<file path="config.mk">
export PLATFORM = sky130hd
export DESIGN_NAME = ifc_counter
export DESIGN_NICKNAME = d
export VERILOG_FILES = /design/src/rtl/ifc_pkg.sv /design/src/rtl/ifc_gate_ctrl.sv /design/src/rtl/ifc_datapath.sv /design/src/rtl/ifc_counter.sv
export SDC_FILE = /design/constraint.sdc
export NUM_CORES = 1
export LEC_CHECK = 0
export ABC_CLOCK_PERIOD_IN_PS = 2700
export BUFFER_PORTS_ARGS = -buffer_cell sky130_fd_sc_hd__buf_2
export CAP_MARGIN = 20
export CORE_MARGIN = 2
export CORE_UTILIZATION = 35
export DETAILED_ROUTE_END_ITERATION = 7
export GPL_ROUTABILITY_DRIVEN = 0
export PLACE_DENSITY = 0.49
export RECOVER_POWER = 100
export SKIP_LAST_GASP = 1
export SYNTH_ARGS = -nofsm -noshare
export SYNTH_HDL_FRONTEND = slang
export SYNTH_SLANG_ARGS = --single-unit
</file>
<file path="constraint.sdc">
create_clock -name clk -period 2.7 [get_ports clk]
set_input_delay 0.405 -clock clk [delete_from_list [all_inputs] [get_ports clk]]
set_output_delay 0.405 -clock clk [all_outputs]
set_load 0.01 [all_outputs]
</file>
<file path="src/rtl/ifc_pkg.sv">
package ifc_pkg;
  // Strobes from the gate control to the datapath
  typedef struct packed {
    logic clear;   // zero the edge counter (start)
    logic enable;  // window open, count edges
    logic close;   // last cycle of the window, latch result
  } ifcStrobe_t;

  localparam logic [2:0] SEL_COUNT = 3'b010;

  function automatic int unsigned gateTicks(input logic [1:0] code);
    case (code)
      2'b00:   return 4;
      2'b01:   return 8;
      2'b10:   return 32;
      default: return 64;
    endcase
  endfunction
endpackage

</file>
<file path="src/rtl/ifc_gate_ctrl.sv">
module ifc_gate_ctrl
  import ifc_pkg::*;
#(
  parameter int unsigned DIV_A = 4500,
  parameter int unsigned DIV_B = 7200
) (
  input  logic       clk,
  input  logic       rstN,
  input  logic       xtalSel,
  input  logic [1:0] gateSel,
  input  logic       start,
  output ifcStrobe_t strb,
  output logic       busy,
  output logic       done
);
  localparam int unsigned MAX_DIV = (DIV_A > DIV_B) ? DIV_A : DIV_B;
  localparam int unsigned PRE_W   = $clog2(MAX_DIV + 1);
  localparam int unsigned TICK_W  = 7;

  logic [PRE_W-1:0]  preCnt, divLast;
  logic [TICK_W-1:0] tickCnt, tickLast;
  logic              gateOpen, doneQ;
  logic              tickEnd, lastCycle;

  assign tickEnd   = (preCnt == divLast);
  assign lastCycle = tickEnd && (tickCnt == tickLast);

  always_ff @(posedge clk) begin
    if (!rstN) begin
      preCnt   <= '0;
      tickCnt  <= '0;
      divLast  <= '0;
      tickLast <= '0;
      gateOpen <= 1'b0;
      doneQ    <= 1'b0;
    end else if (start) begin
      preCnt   <= '0;
      tickCnt  <= '0;
      divLast  <= PRE_W'((xtalSel ? DIV_B : DIV_A) - 1);
      tickLast <= TICK_W'(gateTicks(gateSel) - 1);
      gateOpen <= 1'b1;
      doneQ    <= 1'b0;
    end else if (gateOpen) begin
      if (tickEnd) begin
        preCnt  <= '0;
        tickCnt <= tickCnt + 1'b1;
      end else begin
        preCnt <= preCnt + 1'b1;
      end
      if (lastCycle) begin
        gateOpen <= 1'b0;
        doneQ    <= 1'b1;
      end
    end
  end

  always_comb begin
    strb.clear  = start;
    strb.enable = gateOpen && !start;
    strb.close  = gateOpen && !start && lastCycle;
  end

  assign busy = gateOpen;
  assign done = doneQ;


  busy_done_excl_chk: assert property (@(posedge clk) disable iff (!rstN)
    !(busy && done));

  done_at_close_chk: assert property (@(posedge clk) disable iff (!rstN)
    $rose(done) |-> $fell(busy));

  prescaler_bound_chk: assert property (@(posedge clk) disable iff (!rstN)
    busy |-> (preCnt <= PRE_W'(MAX_DIV - 1)));
endmodule

</file>
<file path="src/rtl/ifc_datapath.sv">
module ifc_datapath
  import ifc_pkg::*;
#(
  parameter int unsigned CNT_W = 20
) (
  input  logic             clk,
  input  logic             rstN,
  input  ifcStrobe_t       strb,
  input  logic             ifIn,
  input  logic [2:0]       outSel,
  input  logic             rdLoad,
  input  logic             rdShift,
  output logic [CNT_W-1:0] result,
  output logic             serOut
);
  logic             sync1, sync2, syncPrev, riseEdge;
  logic [CNT_W-1:0] count, nextCount, shiftReg;
  logic             full;

  always_ff @(posedge clk) begin
    if (!rstN) begin
      sync1    <= 1'b0;
      sync2    <= 1'b0;
      syncPrev <= 1'b0;
    end else begin
      sync1    <= ifIn;
      sync2    <= sync1;
      syncPrev <= sync2;
    end
  end

  assign riseEdge = sync2 && !syncPrev;
  assign full     = &count;

  always_comb begin
    nextCount = count;
    if (strb.enable && riseEdge && !full) nextCount = count + 1'b1;
  end

  always_ff @(posedge clk) begin
    if (!rstN) begin
      count  <= '0;
      result <= '0;
    end else begin
      count <= strb.clear ? '0 : nextCount;
      if (strb.close) result <= nextCount;
    end
  end

  always_ff @(posedge clk) begin
    if (!rstN)        shiftReg <= '0;
    else if (rdLoad)  shiftReg <= result;
    else if (rdShift) shiftReg <= {shiftReg[CNT_W-2:0], 1'b0};
  end

  assign serOut = (outSel == SEL_COUNT) && shiftReg[CNT_W-1];


  count_monotone_chk: assert property (@(posedge clk) disable iff (!rstN)
    !strb.clear |=> (count >= $past(count)));

  no_overflow_chk: assert property (@(posedge clk) disable iff (!rstN)
    (full && !strb.clear) |=> (&count));

  result_hold_chk: assert property (@(posedge clk) disable iff (!rstN)
    !strb.close |=> $stable(result));
endmodule

</file>
<file path="src/rtl/ifc_counter.sv">
module ifc_counter
  import ifc_pkg::*;
#(
  parameter int unsigned CNT_W = 20,
  parameter int unsigned DIV_A = 4500,
  parameter int unsigned DIV_B = 7200
) (
  input  logic             clk,
  input  logic             rstN,
  input  logic             xtalSel,
  input  logic [1:0]       gateSel,
  input  logic             start,
  input  logic             ifIn,
  input  logic [2:0]       outSel,
  input  logic             rdLoad,
  input  logic             rdShift,
  output logic             busy,
  output logic             done,
  output logic [CNT_W-1:0] result,
  output logic             serOut
);
  ifcStrobe_t strb;

  ifc_gate_ctrl #(.DIV_A(DIV_A), .DIV_B(DIV_B)) ctrl (
    .clk(clk), .rstN(rstN), .xtalSel(xtalSel), .gateSel(gateSel),
    .start(start), .strb(strb), .busy(busy), .done(done)
  );

  ifc_datapath #(.CNT_W(CNT_W)) dp (
    .clk(clk), .rstN(rstN), .strb(strb), .ifIn(ifIn), .outSel(outSel),
    .rdLoad(rdLoad), .rdShift(rdShift), .result(result), .serOut(serOut)
  );
endmodule

</file>
[Yosys cells after proc, flatten, opt, wreduce, memory -nomap -nowiden]
Index checks and enable logic that the tools add are counted.
Storage, ports and cells
  register bits after elaboration: 105
  logic and storage cells: 50
Cells by class
  $add $sub $neg: 5
  equality and inequality tests: 5
  mux-type cells: 11
  bitwise operators: 1
  reduce and logical (&&, ||, !) cells: 16
Operators with widths (count)
  two-way mux 20 bit: 3
  case mux 7 bit (3 select lines): 1
  adder 20 x 1 -> 20 bit, second input constant: 1
  AND reduction 20 bit: 1
  two-way mux 7 bit: 2
  adder 13 x 1 -> 13 bit, second input constant: 1
  equality test 13 bit: 1
  two-way mux 13 bit: 1
  subtractor 13 x 1 -> 13 bit, second input constant: 1
  two-way mux 12 bit: 1
  adder 7 x 1 -> 7 bit, second input constant: 1
  equality test 7 bit: 1
  logical AND 1 bit: 7
  subtractor 7 x 1 -> 7 bit, second input constant: 1
  AND reduction 2 bit: 2
  equality test 3 x 2 -> 1 bit, second input constant: 1
  zero test 1 bit: 3
  two-way mux 1 bit: 3
  equality test 2 x 1 -> 1 bit, second input constant: 1
  equality test 2 bit, second input constant: 1
  zero test 2 bit: 1
  nonzero test 2 bit: 1
  OR reduction 2 bit: 1
  NOT 1 bit: 1

[Longest topological paths before layout]
Gate-level depths: netlist of run 1.
  depth in word-level cells: 5
  mapped depth: 7
  depth with buffers taken out: 7

[Cells and area by module]
Synthesis of run 1 repeated with hierarchy kept, for this count alone.
Second synthesis, totals
  cells, all modules: 460
  area, all modules: 4166.5 um^2
Modules (own cells, without submodules)
  ifc_datapath: instances 1, cells an instance 295, area each 2652.5 um^2, seq. area each 1261.2 um^2
  ifc_gate_ctrl: instances 1, cells an instance 165, area each 1514.0 um^2, seq. area each 580.6 um^2

[Least setup slack after synthesis of run 1]
OpenSTA, ideal clock, no wires.
  kind: register to register
  from: reg ctrl.preCnt[10]
  to: reg dp.result[11]
  setup time: 0.123 ns
  arrival time: 1.851 ns
  path slack: 0.726 ns
  cell stages (with the launch flop): 7
  buffers on the path: 1
  cell sequence: dfxtp_1 -> or3_1 -> a221oi_2 -> nand4_2 -> nor3_4 -> buf_4 -> a21oi_1
Between the ends
  word-level cells in the longest chain between the ends: 3
Ends and longest elaborated chain
  start: declaration: RTL line ifc_gate_ctrl.sv:20  | logic [PRE_W-1:0] preCnt, divLast;
  start signal: assignment: RTL line ifc_gate_ctrl.sv:48  | preCnt <= preCnt + 1'b1;
  equality test 13 bit: RTL line ifc_gate_ctrl.sv:25  | assign tickEnd = (preCnt == divLast);
  logical AND 1 bit: RTL line ifc_gate_ctrl.sv:26  | assign lastCycle = tickEnd && (tickCnt == tickLast);
  logical AND 1 bit: RTL line ifc_gate_ctrl.sv:60  | strb.close = gateOpen && !start && lastCycle;
  end signal: assignment: RTL line ifc_datapath.sv:46  | if (strb.close) result <= nextCount;
  end: declaration: RTL line ifc_datapath.sv:13  | output logic [CNT_W-1:0] result,
No other way between the ends.
A chain may end at the register's enable or synchronous reset.

[Worst setup path after layout of run 1]
  from: reg ctrl.preCnt[10]
  to: reg dp.result[18]
Same word-level chain as after synthesis.

==> implementation parameters, run 1 <==
Parameter                              Value

Status
  Outcome ... finished, final reports clean

Yosys
  Synth unique cells ... 43
  Post-synthesis share of cell area spent on full adders, half adders and majority gates ... 1.25%
  Compound-gate portion of the synthesized area ... 10.3%
  Simple logic cell fraction of the synthesized area ... 24.1%
  Syn Inst Count ... 445
  Dominant combinational cell family by area after synthesis ... simple AND/OR/NAND/NOR gates
  Number of synthesis warnings ... 0
  FFs w/ async S/R, synth ... 0%
  Fraction of synthesized area in multiplexers ... 7.00%
  Fraction of the yosys area taken by sequential cells ... 46.0%
  Leading register cell type out of synthesis ... sky130_fd_sc_hd__dfxtp_1
  XOR/XNOR Fraction of Synth Area ... 8.31%
  Total of flip-flops plus latches after synthesis ... 92
  Syn Std Cell Area ... 4010 sq um
  Total nets after synthesis ... 461
  Avg Cell Area, Syn ... 9.00 sq um
  Number of synthesized flops with an enable pin ... 0

Power and ir drop
  Peak supply drop ... 0.000302 V
  P_leak ... 1.65 nW
  P per Cell Area ... 604 nW/um^2

Detailed routing
  Final antenna-violating net count ... 0
  Via density per instance ... 5.03
  Mean routed wirelength per cell ... 14.2 um
  Vias after detailed routing ... 3124
  Number of detailed-route iterations in the first pass ... 4
  Number of design rule violations left after detail routing ... 0
  Routed wire length ... 8.79 mm
  Violation count after the first detailed-route iteration ... 126

Timing
  Slew Viols, Final ... 0
  Max Freq ... 444 MHz
  Accumulated negative setup slack ... 0 ps
  Final Hold Vio Count ... 0
  Slew of the pin with the lowest slew margin ... 1420 ps
  Final setup viols ... 0
  Clk_skew ... 8.17 ps
  Max transition margin ... 5.23%
  Crit share post-route ... 83.5%
  RSZ-0062 raised after global routing ... no
  Period minus WS final ... 2250 ps

Setup path
  Kind of launch point of the worst setup path ... flip-flop
  Endpoint type of the worst setup path ... flip-flop
  Required time of the critical path ... 2940 ps
  Top fanout value on the critical path ... 34
  Worst Setup Path Type ... reg -> reg
  Endpoint arrival time on the critical path ... 2490 ps

Placed design
  Hpwl dp ... 6.04 mm
  Number of placed cells counting well taps ... 605
  Count of port buffers added during placement ... 34

Floorplan
  Chip width ... 111 um
  Top-level I/O count ... 35
  Std cell rows ... 39
  Die Outline Area ... 12300 sq um
  Initial Util ... 35.5%
  Core footprint ... 11300 sq um
  Die span in y ... 111 um

Global routing
  Wire length of the first global-routing pass ... 15.0 mm
  Total global routing overflow ... 0
  Maximum number of pins on one net before global-route repair ... 52
  Aggregate global-route resource usage ... 15.3%
  Via count of the first global-routing pass ... 3046
  Antenna violations before repair ... 0

Clock tree
  Post-cts hold buffer count ... 0
  Clock Sinks ... 92
  Post-CTS setup buffers ... 0
  Maximum clock path buffer count ... 2
  H-Tree Depth ... 3
  CTS tree ... built
  Clock-pin slew reported for the worst setup and hold paths after clock tree synthesis ... 60 ps
  Master cell of the clock root buffer ... sky130_fd_sc_hd__clkbuf_16
  Worst-Skew Late Latency ... 340 ps
  Number of buffers inserted during clock tree synthesis ... 9
  Post_cts resized ... 0

Layout
  Filler cells ... 1178
  Area delta synth->final ... 13.5%
  Final layout net count ... 489
  Antenna Diode Count ... 0
  Layout cells sized above 1 ... 7.32%
  Number of non-filler instances in the completed layout ... 621
  Final core utilization ... 40.3%

Run
  Number of maximum-capacitance constraint violations ... 0

Worst hold path
  Classification of the worst-slack hold path ... in -> reg
## metal layers
metal	up-vias	GRT usage [%]	share of wire, %
li1	1599	-	-
met2	46	25.8	49
met4	0	6.17	1.8
met3	13	4.21	3.7
met5	-	0	0
met1	1466	18.5	45
## power by group
group,internal (mW),leakage [nW],switching [mW]
Combinational,0.0488,0.762,0.0789
Sequential,1.37,0.744,0.0156
Clock,0.710,0.146,0.517
Total,2.13,1.65,0.611
## flip-flops by register name (all words and copies together), names as in the netlist
register / cells
ctrl.divLast: 2
ctrl.done: 1
ctrl.tickCnt: 7
dp.sync2: 1
dp.shiftReg: 20
dp.syncPrev: 1
dp.result: 20
ctrl.busy: 1
ctrl.preCnt: 13
dp.count: 20
ctrl.tickLast: 5
dp.sync1: 1
## metrics by stage
stage | setup slack (ps) | instance area [sq um] | total power [mW] | hold WS [ps]
floorplan | 726 | 4010 | 1.51 | 412
global placement | 537 | 4310 | 1.55 | 416
detailed placement | 493 | 4310 | 1.55 | 420
CTS | 495 | 4590 | 2.79 | 253
global route | 236 | 4540 | 2.85 | 262
finish | 446 | 4540 | 2.74 | 260
## cells in the mapped netlist, drive strengths merged (2+ instances only)
master	count	area, sq um
clkbuf	19	71.3
and2	24	150
or4	3	22.5
mux2i	28	280
nor2	46	173
ha	4	50.1
and3	7	43.8
o21ai	39	199
nand2	35	131
nand4b	2	17.5
dfxtp	92	1840
a21oi	21	116
xnor2	12	105
o21a	3	22.5
nand4	11	75.1
inv	3	11.3
xor2	26	228
or3	5	31.3
and4	4	35.0
nor3	10	61.3
nor4bb	2	20.0
nand2b	4	25.0
buf	5	38.8
nor2b	7	43.8
nand3	21	105
o211a	3	30.0
## cell type report
cell class	count	area, sq um	area share (%)
Multi-Input combinational cell	326	2040	44.8
Sequential cell	92	1840	40.5
Clock buffer	10	229	5.04
Timing Repair Buffer	41	193	4.24
Tap cell	143	179	3.94
Clock inverter	6	55.1	1.21
Inverter	3	11.3	0.248
## worst max-delay path, cell delays in order (launching register included)
cell and delay (ps):
sky130_fd_sc_hd__dfxtp_1 340, sky130_fd_sc_hd__or3_1 400, sky130_fd_sc_hd__a221oi_2 350, sky130_fd_sc_hd__nand4_1 290, sky130_fd_sc_hd__nor3_4 300, sky130_fd_sc_hd__buf_12 220, sky130_fd_sc_hd__mux2i_1 200, sky130_fd_sc_hd__nor2b_1 60
## worst paths after layout
path,from,end,slack (ps),cells past startpoint
hold reg to reg,dp.sync1,dp.sync2,430,1
setup / recovery,ctrl.preCnt[10],dp.result[18],450,7
setup reg to reg,ctrl.preCnt[10],dp.result[18],450,7
hold / removal,xtalSel,ctrl.divLast[8],260,2
## logic make-up after synthesis
logic type	after synthesis
buf+inv	27
fa+ha+maj	4
simple gates	185
compound gates	71
xor+xnor	38
flops	92
mux	28
## layout by cell type, fill, tap and decap left out, types with 2 or more instances in the layout
master	n
sky130_fd_sc_hd__or3_1	5
sky130_fd_sc_hd__and2_1	3
sky130_fd_sc_hd__nand4b_1	2
sky130_fd_sc_hd__o21a_1	3
sky130_fd_sc_hd__inv_1	3
sky130_fd_sc_hd__nor4bb_1	2
sky130_fd_sc_hd__ha_1	4
sky130_fd_sc_hd__xor2_1	26
sky130_fd_sc_hd__a21oi_1	18
sky130_fd_sc_hd__clkinv_2	5
sky130_fd_sc_hd__nand2b_1	4
sky130_fd_sc_hd__mux2i_1	28
sky130_fd_sc_hd__nand2_1	35
sky130_fd_sc_hd__nor3_1	9
sky130_fd_sc_hd__nor2b_1	7
sky130_fd_sc_hd__nor2_1	46
sky130_fd_sc_hd__buf_4	3
sky130_fd_sc_hd__or4_1	3
sky130_fd_sc_hd__nand3_1	21
sky130_fd_sc_hd__and4_1	4
sky130_fd_sc_hd__o21ai_1	2
sky130_fd_sc_hd__clkbuf_16	9
sky130_fd_sc_hd__buf_2	9
sky130_fd_sc_hd__xnor2_1	12
sky130_fd_sc_hd__and2_0	21
sky130_fd_sc_hd__clkbuf_1	29
sky130_fd_sc_hd__o21ai_0	36
sky130_fd_sc_hd__o211a_1	3
sky130_fd_sc_hd__a21oi_2	3
sky130_fd_sc_hd__nand4_1	11
sky130_fd_sc_hd__and3_1	7
sky130_fd_sc_hd__dfxtp_1	92
(Power assumes the default switching activity.)
==> run 2: changes to the inputs <==
- ABC_CLOCK_PERIOD_IN_PS: 2700 -> 2150
- clock period: 2.7 -> 2.15 ns (I/O delays scaled with it)
==> implementation parameters, run 2 (synthesis gave the netlist of run 1 again) <==
Parameter                              Value

Timing
  Final Hold Vio Count ... 0 (unchanged)
  Slew Viols, Final ... 0 (unchanged)
  RSZ-0062 raised after global routing ... yes
  Clk_skew ... 5.80 ps (-2.37 ps)
  Final setup viols ... 0 (unchanged)
  Crit share post-route ... 96.3% (+13 points)
  Max Freq ... 483 MHz (+8.9%)
  Period minus WS final ... 2070 ps (-184 ps)
  Slew of the pin with the lowest slew margin ... 799 ps (-622 ps)
  Max transition margin ... 46.7% (+41 points)

Setup path
  Cells along the critical path ... or4_1 -> o21ai_2 -> nand4_2 -> nor3_4 -> buf_4 -> clkbuf_16 -> o21ai_1 -> a21oi_2
  Top fanout value on the critical path ... 17 (-50%)
  Required time of the critical path ... 2430 ps (-510 ps)
  CP max stage cell ... sky130_fd_sc_hd__or4_1
  Endpoint type of the worst setup path ... flip-flop
  Kind of launch point of the worst setup path ... flip-flop
  Biggest cell delay along the critical path ... 530 ps (+130 ps)
  Worst Setup Path Type ... reg -> reg
  Endpoint arrival time on the critical path ... 2350 ps (-140 ps)

Floorplan
  Core footprint ... 11300 sq um (unchanged)
  Die Outline Area ... 12300 sq um (unchanged)
  Std cell rows ... 39 (unchanged)
  Initial Util ... 35.5% (unchanged)
  Top-level I/O count ... 35 (unchanged)
  Die span in y ... 111 um (unchanged)
  Chip width ... 111 um (unchanged)

Detailed routing
  Via density per instance ... 4.97 (-1.3%)
  Vias after detailed routing ... 3204 (+2.6%)
  Routed wire length ... 9.03 mm (+2.7%)
  Number of design rule violations left after detail routing ... 0 (unchanged)
  Number of detailed-route iterations in the first pass ... 4 (unchanged)
  Violation count after the first detailed-route iteration ... 109 (-13%)
  Mean routed wirelength per cell ... 14.0 um (-1.1%)
  Final antenna-violating net count ... 0 (unchanged)

Layout
  Largest registers ranked by flip-flop count ... dp.count (20), dp.result (20), dp.shiftReg (20)
  Layout cells sized above 1 ... 12.7% (+5.4 points)
  Final layout net count ... 513 (+4.9%)
  Most frequent cells in the layout ... sky130_fd_sc_hd__dfxtp_1, sky130_fd_sc_hd__nor2_1, sky130_fd_sc_hd__nand2_1, sky130_fd_sc_hd__o21ai_0, sky130_fd_sc_hd__clkbuf_1
  Leading cell type in the layout, fill and taps excluded ... sky130_fd_sc_hd__dfxtp_1
  Final core utilization ... 42.6% (+2.3 points)
  Filler cells ... 1114 (-5.4%)
  Antenna Diode Count ... 0 (unchanged)
  Number of non-filler instances in the completed layout ... 645 (+3.9%)
  Area delta synth->final ... 20.0%

Clock tree
  Clock-pin slew reported for the worst setup and hold paths after clock tree synthesis ... 70 ps (about the same)
  Number of buffers inserted during clock tree synthesis ... 9 (unchanged)
  Master cell of the clock root buffer ... sky130_fd_sc_hd__clkbuf_16
  Clock Sinks ... 92 (unchanged)
  CTS tree ... built
  Maximum clock path buffer count ... 2 (unchanged)
  Worst-Skew Late Latency ... 340 ps (about the same)
  H-Tree Depth ... 3 (unchanged)

Power and ir drop
  Proportion of total power due to net switching ... 22.1% (-0.16 points)
  Sequential share of power ... 47.9% (-2.8 points)
  Cell-internal power ... 2.83 mW (+33%)
  P per Cell Area ... 756 nW/um^2 (+25%)
  Clock network power share ... 46.8% (+2.1 points)
  P_leak ... 1.81 nW (+9.4%)
  Net switching power ... 804 uW (+32%)
  Combinational cell fraction of total power ... 5.2% (+0.5 points)
  Peak supply drop ... 0.000452 V (+49%)

Global routing
  Maximum number of pins on one net before global-route repair ... 44 (-15%)
  Via count of the first global-routing pass ... 3141 (+3.1%)
  Wire length of the first global-routing pass ... 14.8 mm (-1.4%)
  Antenna violations before repair ... 0 (unchanged)
  Aggregate global-route resource usage ... 15.1% (-0.17 points)
  Total global routing overflow ... 0 (unchanged)

Placed design
  Count of port buffers added during placement ... 34 (unchanged)
  Hpwl dp ... 6.29 mm (+4.1%)
  Number of placed cells counting well taps ... 625 (+3.3%)

Run
  Number of maximum-capacitance constraint violations ... 0 (unchanged)

Worst hold path
  Classification of the worst-slack hold path ... in -> reg

Status
  Outcome ... finished, final reports clean
[run 2: cell types whose count changed in the layout (fill, tap and decap cells not counted), moves of 3 or more]
cell / delta
sky130_fd_sc_hd__and2_0: -16
sky130_fd_sc_hd__o21ai_0: -3
sky130_fd_sc_hd__and2_1: +16
sky130_fd_sc_hd__buf_4: +18
sky130_fd_sc_hd__o21ai_1: +3
sky130_fd_sc_hd__clkinv_2: -4
[run 2: worst paths after layout]
path | slack (ps) | end | cells after the start | from
setup / recovery | 80 | dp.result[17] | 8 | ctrl.tickLast[1]
hold / removal | 180 | ctrl.divLast[8] | 2 | xtalSel
hold reg to reg | 440 | dp.sync2 | 1 | dp.sync1
setup reg to reg | 80 | dp.result[17] | 8 | ctrl.tickLast[1]
[run 2: power by group through the flow]
stage / Combinational, mW / Sequential, mW / Clock, mW
after floorplan: 0.119 / 1.78 / 0
after global placement: 0.182 / 1.78 / 0
after detailed placement: 0.184 / 1.78 / 0
after CTS: 0.186 / 1.74 / 1.77
after global routing: 0.212 / 1.74 / 1.82
final: 0.190 / 1.74 / 1.70
[run 2: worst max-delay path: cells and delay by family, from the launching register on]
kind | cells | cell delay (ps)
AO/OA/AOI/OAI | 3 | 430
buffers and inverters | 2 | 340
flip-flops | 1 | 340
AND/OR/NAND/NOR | 3 | 900
[run 2: final cells by class]
| class | instances | area (sq um) | area share [%] |
|---|---|---|---|
| Multi-Input combinational cell | 326 | 2070 | 43.1 |
| Clock inverter | 7 | 97.6 | 2.03 |
| Sequential cell | 92 | 1840 | 38.3 |
| Clock buffer | 9 | 225 | 4.69 |
| Timing Repair Buffer | 65 | 379 | 7.89 |
| Inverter | 3 | 11.3 | 0.234 |
| Tap cell | 143 | 179 | 3.72 |
[run 2: metal layers]
layer | vias to the layer above | routed length, um | GRT usage (%)
met3 | 9 | 406 | 5.69
met4 | 0 | 108 | 4.75
li1 | 1640 | - | -
met1 | 1504 | 4050 | 17.7
met5 | - | 0 | 0
met2 | 51 | 4460 | 25.7
[run 2: repair_timing]
item | CTS | global route
cloned | 0 | 1
hold buffers | 0 | 0
setup endpoints to repair | 2 | 9
endpoints found under the hold margin | 0 | 0
pin swaps | 0 | 4
setup buffers | 0 | 3
resized for setup | 1 | 4
[run 2: through the flow]
stage          cell area [sq um]  TNS (ps)  power [mW]  worst slack (ps)  hold slack (ps)
2_1_floorplan               4010         0        1.90               176              412
3_3_place_gp                4460     -45.0        1.96             -28.8              419
3_5_place_dp                4460     -49.2        1.97             -28.4              423
4_1_cts                     4790         0        3.70              32.6              162
5_1_grt                     4810     -64.5        3.78             -23.0              174
6_report                    4810         0        3.63              80.0              177
==> run 3: changes to the inputs <==
- ABC_AREA: unset -> 1
- PLACE_DENSITY: 0.49 -> 0.48
==> implementation parameters, run 3 <==
Parameter                              Value

Placed design
  Number of placed cells counting well taps ... 811 (+30%)
  Cell area after placement ... 4750 sq um (+6.5%)
  Hpwl dp ... 8.17 mm (+30%)
  Count of port buffers added during placement ... 34 (unchanged)

Clock tree
  Maximum clock path buffer count ... 2 (unchanged)
  Post_cts resized ... 0 (-1)
  H-Tree Depth ... 3 (unchanged)
  Post-cts hold buffer count ... 0 (unchanged)
  Clock Sinks ... 92 (unchanged)
  CTS tree ... built
  Master cell of the clock root buffer ... sky130_fd_sc_hd__clkbuf_16
  Clock-pin slew reported for the worst setup and hold paths after clock tree synthesis ... 70 ps (about the same)
  Post-CTS setup buffers ... 0 (unchanged)
  Number of buffers inserted during clock tree synthesis ... 9 (unchanged)
  Worst-Skew Late Latency ... 350 ps (about the same)

Worst hold path
  Classification of the worst-slack hold path ... in -> reg
  Worst Hold Launch ... ifIn
  Cells on Worst Hold Path ... 3 (+1)
  Hold worst-path end ... dp.sync1

Yosys
  Syn Std Cell Area ... 4420 sq um (+10%)
  Total nets after synthesis ... 634 (+38%)
  Number of synthesized flops with an enable pin ... 0 (unchanged)
  Leading post-synthesis cells by cell area ... sky130_fd_sc_hd__dfxtp_1, sky130_fd_sc_hd__nand2_1, sky130_fd_sc_hd__a21oi_1
  Avg Cell Area, Syn ... 7.15 sq um (-21%)
  Cell type contributing the most total cell area after synthesis ... sky130_fd_sc_hd__dfxtp_1
  Top-area cell type share of the netlist area ... 41.7% (-4.3 points)
  Fraction of the yosys area taken by sequential cells ... 41.7% (-4.3 points)
  Most frequent cell after synthesis ... sky130_fd_sc_hd__nand2_1
  Leading register cell type out of synthesis ... sky130_fd_sc_hd__dfxtp_1
  Synth unique cells ... 38 (-12%)
  Number of synthesis warnings ... 0 (unchanged)
  Leading cell types by count after synthesis ... sky130_fd_sc_hd__nand2_1, sky130_fd_sc_hd__dfxtp_1, sky130_fd_sc_hd__nor2_1
  Syn Inst Count ... 618 (+39%)
  FFs w/ async S/R, synth ... 0% (unchanged)
  Total of flip-flops plus latches after synthesis ... 92 (unchanged)

Setup path
  R2R Setup Slk ... 240 ps (+160 ps)
  Number of cell instances on the worst register-to-register path ... 12 (+4)
  Top fanout value on the critical path ... 17 (unchanged)
  Critical R2R Capture ... dp.result[10]
  Endpoint arrival time on the critical path ... 2140 ps (-210 ps)
  Kind of launch point of the worst setup path ... flip-flop
  Required time of the critical path ... 2380 ps (-50 ps)
  Worst Setup Path Type ... reg -> reg
  Reg-to-reg startpoint ... dp.count[0]
  Endpoint type of the worst setup path ... flip-flop

Layout
  Layout cells sized above 1 ... 10.5% (-2.2 points)
  Number of non-filler instances in the completed layout ... 827 (+28%)
  Final design instance area without fill ... 5000 sq um (+4.1%)
  Final layout net count ... 666 (+30%)
  Largest registers ranked by flip-flop count ... dp.count (20), dp.result (20), dp.shiftReg (20)
  Leading cell type in the layout, fill and taps excluded ... sky130_fd_sc_hd__nand2_1
  Antenna Diode Count ... 0 (unchanged)
  Most frequent cells in the layout ... sky130_fd_sc_hd__nand2_1, sky130_fd_sc_hd__dfxtp_1, sky130_fd_sc_hd__nor2_1, sky130_fd_sc_hd__a21oi_1, sky130_fd_sc_hd__inv_1
  Filler cells ... 1343 (+21%)
  Area delta synth->final ... 13.3%
  Final core utilization ... 40.1% (-2.5 points)

Global routing
  Aggregate global-route resource usage ... 17.3% (+2.1 points)
  Total global routing overflow ... 0 (unchanged)
  Global route hottest layer ... met2
  Met3 track demand over resource ... 3.63% (-2.1 points)
  Via count of the first global-routing pass ... 3687 (+17%)
  Met1 track demand over resource ... 24.3% (+6.6 points)
  Antenna violations before repair ... 0 (unchanged)
  Wire length of the first global-routing pass ... 18.2 mm (+23%)
  Maximum number of pins on one net before global-route repair ... 28 (-36%)
  Global routing usage on met2 ... 26.3% (+0.59 points)

Detailed routing
  Number of design rule violations left after detail routing ... 0 (unchanged)
  Routed wire length ... 11.0 mm (+22%)
  Vias after detailed routing ... 3977 (+24%)
  Mean routed wirelength per cell ... 13.4 um (-4.6%)
  Number of detailed-route iterations in the first pass ... 5 (+1)
  Via density per instance ... 4.81 (-3.2%)
  Violation count after the first detailed-route iteration ... 213 (+95%)
  Final antenna-violating net count ... 0 (unchanged)

Timing
  Final setup viols ... 0 (unchanged)
  RSZ-0062 raised after global routing ... no
  Final Hold Vio Count ... 0 (unchanged)
  Max transition margin ... 14.1% (-33 points)
  Max Freq ... 523 MHz (+8.3%)
  Period minus WS final ... 1910 ps (-160 ps)
  Slew of the pin with the lowest slew margin ... 1290 ps (+489 ps)
  Crit share post-route ... 88.9% (-7.4 points)
  Slew Viols, Final ... 0 (unchanged)
  Clk_skew ... 14.6 ps (+8.84 ps)
  Accumulated negative setup slack ... 0 ps (unchanged)

Status
  Outcome ... finished, final reports clean

Floorplan
  Initial Util ... 35.4% (-0.10 points)
  Std cell rows ... 41 (+5.1%)
  Top-level I/O count ... 35 (unchanged)
  Core footprint ... 12500 sq um (+11%)
  Die Outline Area ... 13500 sq um (+9.9%)
  Chip width ... 116 um (+4.8%)
  Die span in y ... 116 um (+4.8%)

Power and ir drop
  P per Cell Area ... 710 nW/um^2 (-6.1%)
  Peak supply drop ... 0.000276 V (-39%)
  P_leak ... 1.92 nW (+6.5%)

Run
  Number of maximum-capacitance constraint violations ... 0 (unchanged)
run 3: changes by cell type after synthesis, moves of 12 or more:
cell / previous run / this run
sky130_fd_sc_hd__and2_1: 24 / 0
sky130_fd_sc_hd__xor2_1: 26 / 6
sky130_fd_sc_hd__inv_2: 0 / 12
sky130_fd_sc_hd__inv_1: 3 / 45
sky130_fd_sc_hd__o21ai_0: 33 / 13
sky130_fd_sc_hd__nor2_1: 46 / 68
sky130_fd_sc_hd__nand2_1: 35 / 177
sky130_fd_sc_hd__mux2i_1: 28 / 0
sky130_fd_sc_hd__a21oi_1: 18 / 63
sky130_fd_sc_hd__o221ai_1: 0 / 17
run 3: kinds of logic after synthesis:
family                   after synthesis  synth area share, %
AND/OR/NAND/NOR                      324                 32.9
AO/OA/AOI/OAI                        105                 14.0
flip-flops                            92                 41.7
buffers and inverters                 78                 7.36
XOR/XNOR                              15                 2.97
adder cells (fa/ha/maj)                4                 1.13
run 3: final cells by class:
| type | count | area, sq um | share of cell area [%] |
|---|---|---|---|
| Sequential cell | 92 | 1840 | 36.8 |
| Inverter | 58 | 218 | 4.35 |
| Tap cell | 172 | 215 | 4.30 |
| Clock inverter | 7 | 66.3 | 1.33 |
| Clock buffer | 9 | 225 | 4.50 |
| Timing Repair Buffer | 41 | 186 | 3.73 |
| Multi-Input combinational cell | 448 | 2250 | 45.0 |
run 3: metal layers:
layer	vias up	wire length, um
met5	-	0
met4	0	129
met3	10	369
met2	64	4710
met1	1818	5840
li1	2085	-
run 3: report_power, final:
group / internal (mW) / switching [mW]
clock network: 0.815 / 0.749
registers: 1.74 / 0.0241
logic: 0.0733 / 0.151
run 3: through the flow:
| step | hold slack [ps] | setup WS, ps | power (mW) |
|---|---|---|---|
| after CTS | 150 | 189 | 3.61 |
| after detailed placement | 405 | 212 | 2.03 |
| after global placement | 393 | 287 | 2.03 |
| final | 161 | 239 | 3.55 |
| after global routing | 172 | 26.9 | 3.72 |
| after floorplan | 390 | 498 | 1.96 |
run 3: how the worst max path moves through the flow:
stage               slack [ps]       endpoint        startpoint  depth (start not counted)
global route                30   dp.result[4]  ctrl.tickLast[1]                          9
floorplan                  500   dp.result[2]       dp.count[0]                         12
CTS                        190  dp.result[13]       dp.count[0]                         12
global placement           290  dp.result[13]       dp.count[0]                         12
finish                     240  dp.result[10]       dp.count[0]                         12
detailed placement         210  dp.result[13]       dp.count[0]                         12
run 3: worst max-delay path, stage by stage, from the launching register on:
cell and delay, ps:
sky130_fd_sc_hd__dfxtp_1 430, sky130_fd_sc_hd__ha_2 270, sky130_fd_sc_hd__inv_2 70, sky130_fd_sc_hd__nor2_4 140, sky130_fd_sc_hd__nand2_4 80, sky130_fd_sc_hd__nor2_8 130, sky130_fd_sc_hd__nand2_4 140, sky130_fd_sc_hd__nand2_4 180
sky130_fd_sc_hd__inv_2 90, sky130_fd_sc_hd__nand2_1 90, sky130_fd_sc_hd__nand2_1 50, sky130_fd_sc_hd__nand2_1 60, sky130_fd_sc_hd__a21oi_1 60
